$ cat config.mk
export PLATFORM = sky130hd
export DESIGN_NAME = aux_opnd_ctrl
export DESIGN_NICKNAME = d
export VERILOG_FILES = /design/src/rtl/aux_opnd_pkg.sv /design/src/rtl/aux_lut_track.sv /design/src/rtl/aux_ld_guard.sv /design/src/rtl/aux_q_update.sv /design/src/rtl/aux_bitsel.sv /design/src/rtl/aux_opnd_ctrl.sv
export SDC_FILE = /design/constraint.sdc
export NUM_CORES = 1
export LEC_CHECK = 0
export BUFFER_PORTS_ARGS = -buffer_cell sky130_fd_sc_hd__buf_2
export CORE_AREA = 3 3 102 104
export DETAILED_ROUTE_END_ITERATION = 8
export DIE_AREA = 0 0 105 107
export GPL_TIMING_DRIVEN = 0
export PLACE_DENSITY = 0.7
export REMOVE_ABC_BUFFERS = 1
export SYNTH_ARGS = -nofsm -noshare
export SYNTH_HDL_FRONTEND = slang
export SYNTH_SLANG_ARGS = --single-unit
$ cat constraint.sdc
create_clock -name clk_i -period 1.6 [get_ports clk_i]
set_input_delay 0.32 -clock clk_i [delete_from_list [all_inputs] [get_ports clk_i]]
set_output_delay 0.32 -clock clk_i [all_outputs]
set_load 0.01 [all_outputs]
$ cat src/rtl/aux_opnd_pkg.sv
package aux_opnd_pkg;
  typedef enum logic [2:0] {
    UPD_NONE, UPD_LOAD, UPD_LUT, UPD_PRNG, UPD_ACC, UPD_CLR, UPD_SHIFT
  } upd_sel_e;

  // update requests for one edge, already qualified
  typedef struct packed {
    logic load;
    logic lut;
    logic prng;
    logic acc;
    logic clr;
    logic shift;
  } upd_req_t;
endpackage

$ cat src/rtl/aux_lut_track.sv
module aux_lut_track #(
  parameter int unsigned LAT = 3
) (
  input  logic clk_i,
  input  logic rst_ni,
  input  logic issue_i,
  output logic ret_o
);
  localparam int unsigned STAGES = LAT - 1;

  logic [STAGES-1:0] pipe_q;

  for (genvar s = 0; s < STAGES; s++) begin : g_stage
    if (s == 0) begin : g_head
      always_ff @(posedge clk_i or negedge rst_ni) begin
        if (!rst_ni) pipe_q[0] <= 1'b0;
        else         pipe_q[0] <= issue_i;
      end
    end else begin : g_tail
      always_ff @(posedge clk_i or negedge rst_ni) begin
        if (!rst_ni) pipe_q[s] <= 1'b0;
        else         pipe_q[s] <= pipe_q[s-1];
      end
    end
  end

  assign ret_o = pipe_q[STAGES-1];
endmodule

$ cat src/rtl/aux_ld_guard.sv
module aux_ld_guard (
  input  logic clk_i,
  input  logic rst_ni,
  input  logic valid_i,
  input  logic ld_i,
  output logic pend_o,
  output logic inhibit_o
);
  logic pend_q;

  always_ff @(posedge clk_i or negedge rst_ni) begin
    if (!rst_ni)      pend_q <= 1'b0;
    else if (valid_i) pend_q <= ld_i;
  end

  assign pend_o    = pend_q;
  assign inhibit_o = pend_q & valid_i;


  inhibit_after_load_chk: assert property (@(posedge clk_i) disable iff (!rst_ni)
    (valid_i && ld_i) |=> (valid_i == inhibit_o));


  idle_keeps_guard_chk: assert property (@(posedge clk_i) disable iff (!rst_ni)
    (!valid_i) |=> (pend_o == $past(pend_o)));
endmodule

$ cat src/rtl/aux_q_update.sv
module aux_q_update
  import aux_opnd_pkg::*;
#(
  parameter int unsigned DW = 32,
  parameter int unsigned SH = 4
) (
  input  logic          clk_i,
  input  logic          rst_ni,
  input  upd_req_t      req_i,
  input  logic [DW-1:0] ld_val_i,
  input  logic [DW-1:0] lut_data_i,
  input  logic [DW-1:0] prng_i,
  input  logic [DW-1:0] acc_i,
  output logic [DW-1:0] q_o
);
  upd_sel_e      sel;
  logic [DW-1:0] q_q, q_d;

  // fixed priority: load, lookup return, prng, accumulator, clear, shift
  always_comb begin
    if      (req_i.load)  sel = UPD_LOAD;
    else if (req_i.lut)   sel = UPD_LUT;
    else if (req_i.prng)  sel = UPD_PRNG;
    else if (req_i.acc)   sel = UPD_ACC;
    else if (req_i.clr)   sel = UPD_CLR;
    else if (req_i.shift) sel = UPD_SHIFT;
    else                  sel = UPD_NONE;
  end

  always_comb begin
    unique case (sel)
      UPD_LOAD:  q_d = ld_val_i;
      UPD_LUT:   q_d = lut_data_i;
      UPD_PRNG:  q_d = prng_i;
      UPD_ACC:   q_d = acc_i;
      UPD_CLR:   q_d = '0;
      UPD_SHIFT: q_d = q_q << SH;
      default:   q_d = q_q;
    endcase
  end

  always_ff @(posedge clk_i or negedge rst_ni) begin
    if (!rst_ni) q_q <= '0;
    else         q_q <= q_d;
  end

  assign q_o = q_q;


  load_wins_chk: assert property (@(posedge clk_i) disable iff (!rst_ni)
    req_i.load |=> (q_o == $past(ld_val_i)));


  hold_when_idle_chk: assert property (@(posedge clk_i) disable iff (!rst_ni)
    (req_i == '0) |=> $stable(q_o));


  shift_alone_chk: assert property (@(posedge clk_i) disable iff (!rst_ni)
    (req_i == upd_req_t'{shift: 1'b1, default: 1'b0}) |=> (q_o == ($past(q_o) << SH)));


  clear_alone_chk: assert property (@(posedge clk_i) disable iff (!rst_ni)
    (req_i.clr && !req_i.load && !req_i.lut && !req_i.prng && !req_i.acc) |=> (q_o == '0));


  lut_return_chk: assert property (@(posedge clk_i) disable iff (!rst_ni)
    (req_i.lut && !req_i.load) |=> (q_o == $past(lut_data_i)));
endmodule

$ cat src/rtl/aux_bitsel.sv
module aux_bitsel #(
  parameter int unsigned DW = 32
) (
  input  logic [DW-1:0] q_i,
  input  logic [DW-1:0] dst_i,
  input  logic [DW-1:0] src_i,
  output logic [DW-1:0] res_o
);
  for (genvar b = 0; b < DW; b++) begin : g_bit
    assign res_o[b] = q_i[b] ? src_i[b] : dst_i[b];
  end
endmodule

$ cat src/rtl/aux_opnd_ctrl.sv
module aux_opnd_ctrl
  import aux_opnd_pkg::*;
#(
  parameter int unsigned DW      = 32,
  parameter int unsigned LUT_LAT = 3,
  parameter int unsigned CRC_SH  = 4
) (
  input  logic          clk_i,
  input  logic          rst_ni,
  input  logic          instr_valid_i,
  input  logic          ld_i,
  input  logic          ld2_i,
  input  logic [DW-1:0] ld_val_i,
  input  logic          prng_i,
  input  logic [DW-1:0] prng_val_i,
  input  logic          lut_rd_i,
  input  logic          lut_bc_i,
  input  logic [DW-1:0] lut_data_i,
  input  logic          crc_nib_i,
  input  logic          cop_cmd_i,
  input  logic          acc_rd_i,
  input  logic [DW-1:0] acc_val_i,
  input  logic [DW-1:0] sel_dst_i,
  input  logic [DW-1:0] sel_src_i,
  output logic [DW-1:0] q_o,
  output logic [DW-1:0] sel_o,
  output logic          int_inhibit_o
);
  logic     ld_any, lut_issue, lut_ret, ld_pend;
  upd_req_t req;

  assign ld_any    = ld_i | ld2_i;
  assign lut_issue = instr_valid_i & lut_rd_i & ~lut_bc_i;

  aux_lut_track #(.LAT(LUT_LAT)) i_lut_track (
    .clk_i   (clk_i),
    .rst_ni  (rst_ni),
    .issue_i (lut_issue),
    .ret_o   (lut_ret)
  );

  aux_ld_guard i_ld_guard (
    .clk_i     (clk_i),
    .rst_ni    (rst_ni),
    .valid_i   (instr_valid_i),
    .ld_i      (ld_any),
    .pend_o    (ld_pend),
    .inhibit_o (int_inhibit_o)
  );

  always_comb begin
    req.load  = instr_valid_i & ld_any;
    req.lut   = lut_ret;
    req.prng  = instr_valid_i & prng_i;
    req.acc   = instr_valid_i & acc_rd_i;
    req.clr   = instr_valid_i & cop_cmd_i & ~ld_pend;
    req.shift = instr_valid_i & crc_nib_i;
  end

  aux_q_update #(.DW(DW), .SH(CRC_SH)) i_q_update (
    .clk_i      (clk_i),
    .rst_ni     (rst_ni),
    .req_i      (req),
    .ld_val_i   (ld_val_i),
    .lut_data_i (lut_data_i),
    .prng_i     (prng_val_i),
    .acc_i      (acc_val_i),
    .q_o        (q_o)
  );

  aux_bitsel #(.DW(DW)) i_bitsel (
    .q_i   (q_o),
    .dst_i (sel_dst_i),
    .src_i (sel_src_i),
    .res_o (sel_o)
  );


  cop_after_load_keeps_chk: assert property (@(posedge clk_i) disable iff (!rst_ni)
    (int_inhibit_o && cop_cmd_i && !ld_any && !lut_ret && !prng_i && !acc_rd_i && !crc_nib_i)
      |=> $stable(q_o));


  invalid_no_effect_chk: assert property (@(posedge clk_i) disable iff (!rst_ni)
    (!instr_valid_i && !lut_ret) |=> $stable(q_o));
endmodule

==> key figures <==
Worst setup path
  • Kind of start point of the critical path: register
  • CP Capture Type: register
  • Worst endpoint required time: 1.75 ns
  • Reg2Reg Capture Point: i_q_update.q_o[7]$_DFFE_PN0P_
  • Worst R2R Path Depth: 5
  • R2R setup slack: -0.17 ns
  • Worst EP arrival: roughly 1.9 ns
  • Reg2Reg Launch Point: i_ld_guard.pend_o$_DFFE_PN0P_
  • Setup CP Type: reg2reg
  • CP Max Fanout: 12

Detailed routing
  • Drt initial violations: around 220
  • WL/cell: roughly 22 um
  • Number of remaining DRC errors: 0
  • Via Count: around 4300
  • Routed WL: between 15000 and 20000 um
  • DRT antenna net count: 0
  • DR pass1 iterations: 7
  • Via-per-instance ratio: approximately 5.6

CTS
  • CTS Buf Count: 5
  • Clock Latency Late Sink: a little under 0.3 ns
  • Clock Sinks: 35
  • CTS Root Cell: clkbuf_8
  • Clk slew on worst S/H paths: about 0.08 ns
  • CTS hold repair buffers: 0
  • Depth of the CTS H-tree: 2
  • CTS max path bufs: 2
  • CTS tree: built

Layout
  • Final Instance Area: about 5300 um^2
  • Nets@finish: around 830
  • Util after Layout: a little under three fifths
  • Area delta synth->final: 84.74%
  • Share of cells above drive strength 1: 69.17%
  • N_diodes: 0
  • Commonest non-fill, non-tap cells in the layout: buf_2 (266), nand2_1 (39), mux2_2 (32), dfrtp_1 (27), a21o_1 (23)
  • Commonest non-fill, non-tap cell in the layout: buf_2

Power and ir drop
  • PD cells: 649.2 nW/um^2
  • Clock power frac: a little under a fifth
  • Peak supply drop: approximately 0.29 mV
  • Net Switching: ~0.0013 W
  • Sw frac: between 30% and 40%
  • Internal power: about 0.0021 W
  • Leakage: approximately 2.6 nW
  • Tot Pwr: around 0.0035 W
  • Comb pwr share: roughly 47%
  • Reg power frac: around a third

Place
  • Pre-CTS setup slack: -1.642 ns
  • Port-buffer cells: approximately 270
  • Dpl cell area: ~4300 um^2
  • Gpl congestion: approximately 0.86
  • Final HPWL DP: 10700 um

Synthesis
  • Yosys cell types: 39
  • Synth top area share: a little under a third
  • Synth Flop Type: dfrtp_1
  • Synthesized area per cell: between 8 and 9 um^2
  • Leading post-synthesis cells by cell area: dfrtp_1 (30%), mux2_2 (12%), a221oi_1 (7.9%)
  • Seq cells post-synth: 35
  • Async S/R FF share, synth: 100.0%
  • Post-synth top area cell: dfrtp_1
  • Post-Synthesis Cells: ~340
  • Cell Area, Synth: 2894 um^2
  • Post-synthesis sequential area ratio: a little under a third
  • EDFF count, synth: 0
  • Total number of yosys warnings: 0

Timing
  • Crit path setup slack, layout: -0.1723 ns
  • Endpoints failing setup: 32
  • Worst-margin pin slew: roughly 0.88 ns
  • Tmin final: ~1.8 ns
  • Worst relative slew slack: 41.45%
  • Achievable frequency: approximately 0.56 GHz
  • Final hold violations: 0
  • RSZ-0062 raised after global routing: true
  • Final Skew: about 0.007 ns
  • Pins Over Slew Limit: 0
  • Tcrit/Tclk final: 110.8%
  • Setup_tns: -4.318 ns

Run
  • Max cap viols: 0

Floorplanning
  • Die H: around 110 um
  • Ports: roughly 270
  • Core area: 9639 um^2
  • Row cnt: 36
  • Full die area: 11240 um^2
  • Initial Utilization: about 30%
  • Die Span X: 105 um

Global routing
  • Initial antenna violation count: 0
  • Global-route wire length before repair: about 23000 um
  • Largest net degree at the start of global routing: 36
  • Grt total ovfl: 0
  • GRT Total Usage: around a quarter
  • Number of global-route vias before repair: between 4000 and 5000

Worst hold path
  • Min-delay worst type: in2async

Run status
  • Failing checks: negative setup slack
  • Outcome: complete, but fails checks
## synth_stat cells (all sizes together), types with 3 or more instances
library cell and instances:
mux2 32, o31ai 4, clkbuf 15, a21oi 28, a32o 5, or2 3, a221o 14, dfrtp 35
nand2 42, o21ai 31, a21o 24, a222oi 4, a22oi 6, a221oi 26, nand3 13, nor2 14
nand4 7, buf 15
## registers in the layout (all words and copies together), names as in the netlist
register,count
i_lut_track.pipe_q,1
i_ld_guard.pend_o,1
i_q_update.q_o,32
i_lut_track.ret_o,1
## final cells by class
| type | instances | area (um^2) |
|---|---|---|
| clock buffers | 7 | 76.32 |
| clock inverters | 1 | 5.005 |
| fillers | 916 | 4293 |
| inverters | 1 | 3.754 |
| multi-input cells | 278 | 2407 |
| flip-flops and latches | 35 | 888.4 |
| well taps | 133 | 166.4 |
| repair buffers | 304 | 1799 |
## power by group through the flow
stage	combinational (W)	clock (W)	sequential (W)
2_1_floorplan	0.000565	0	0.00120
6_report	0.00163	0.000646	0.00119
4_1_cts	0.00145	0.000661	0.00117
3_5_place_dp	0.00128	0	0.00119
5_1_grt	0.00174	0.000712	0.00121
3_3_place_gp	0.00124	0	0.00118
## logic make-up after synthesis
family / after synthesis / share of synthesized area (%)
buf+inv: 31 / 5.447
simple gates: 91 / 15.09
compound gates: 148 / 36.75
flops: 35 / 30.26
mux: 32 / 12.45
## metrics by stage
step,hold WS (ns),instances
after detailed placement,0.3387,712
final,0.1493,759
after floorplan,0.02441,307
after CTS,0.1618,741
after global placement,0.3335,707
after global routing,0.1593,759
## how the worst max path moves through the flow
stage	start	to	slack, ns	depth (start not counted)
after global placement	i_lut_track.ret_o$_DFF_PN0_	i_q_update.q_o[11]$_DFFE_PN0P_	-1.91	5
final	i_ld_guard.pend_o$_DFFE_PN0P_	i_q_update.q_o[7]$_DFFE_PN0P_	-0.17	5
after CTS	i_ld_guard.pend_o$_DFFE_PN0P_	i_q_update.q_o[14]$_DFFE_PN0P_	-0.13	7
after floorplan	i_lut_track.ret_o$_DFF_PN0_	i_q_update.q_o[29]$_DFFE_PN0P_	-0.79	4
after global routing	i_ld_guard.pend_o$_DFFE_PN0P_	i_q_update.q_o[3]$_DFFE_PN0P_	-0.22	5
after detailed placement	i_lut_track.ret_o$_DFF_PN0_	i_q_update.q_o[31]$_DFFE_PN0P_	-1.64	5
## worst max-delay path, stage by stage (launching register included)
cell      delay (ns)
dfrtp_2         0.47
nor3b_4         0.30
nor2_4          0.14
a21o_1          0.23
a221oi_2        0.36
o31ai_2         0.12
## what timing repair did
item | in CTS | in global routing
endpoints found under the setup margin | 32 | 35
setup buffers | 19 | 11
pin swaps | 9 | 10
resized for setup | 61 | 65
cloned | 2 | 7
## layer usage
| layer | up-vias | global-route usage (%) | routed length (um) |
|---|---|---|---|
| met3 | 31 | 4.576 | 1305 |
| met4 | 0 | 8.154 | 360 |
| met1 | 2066 | 31.22 | 6648 |
| li1 | 1925 | - | - |
| met2 | 249 | 46.29 | 8546 |
| met5 | - | 0 | 0 |
Note: power is estimated with default switching activity, not from simulation.
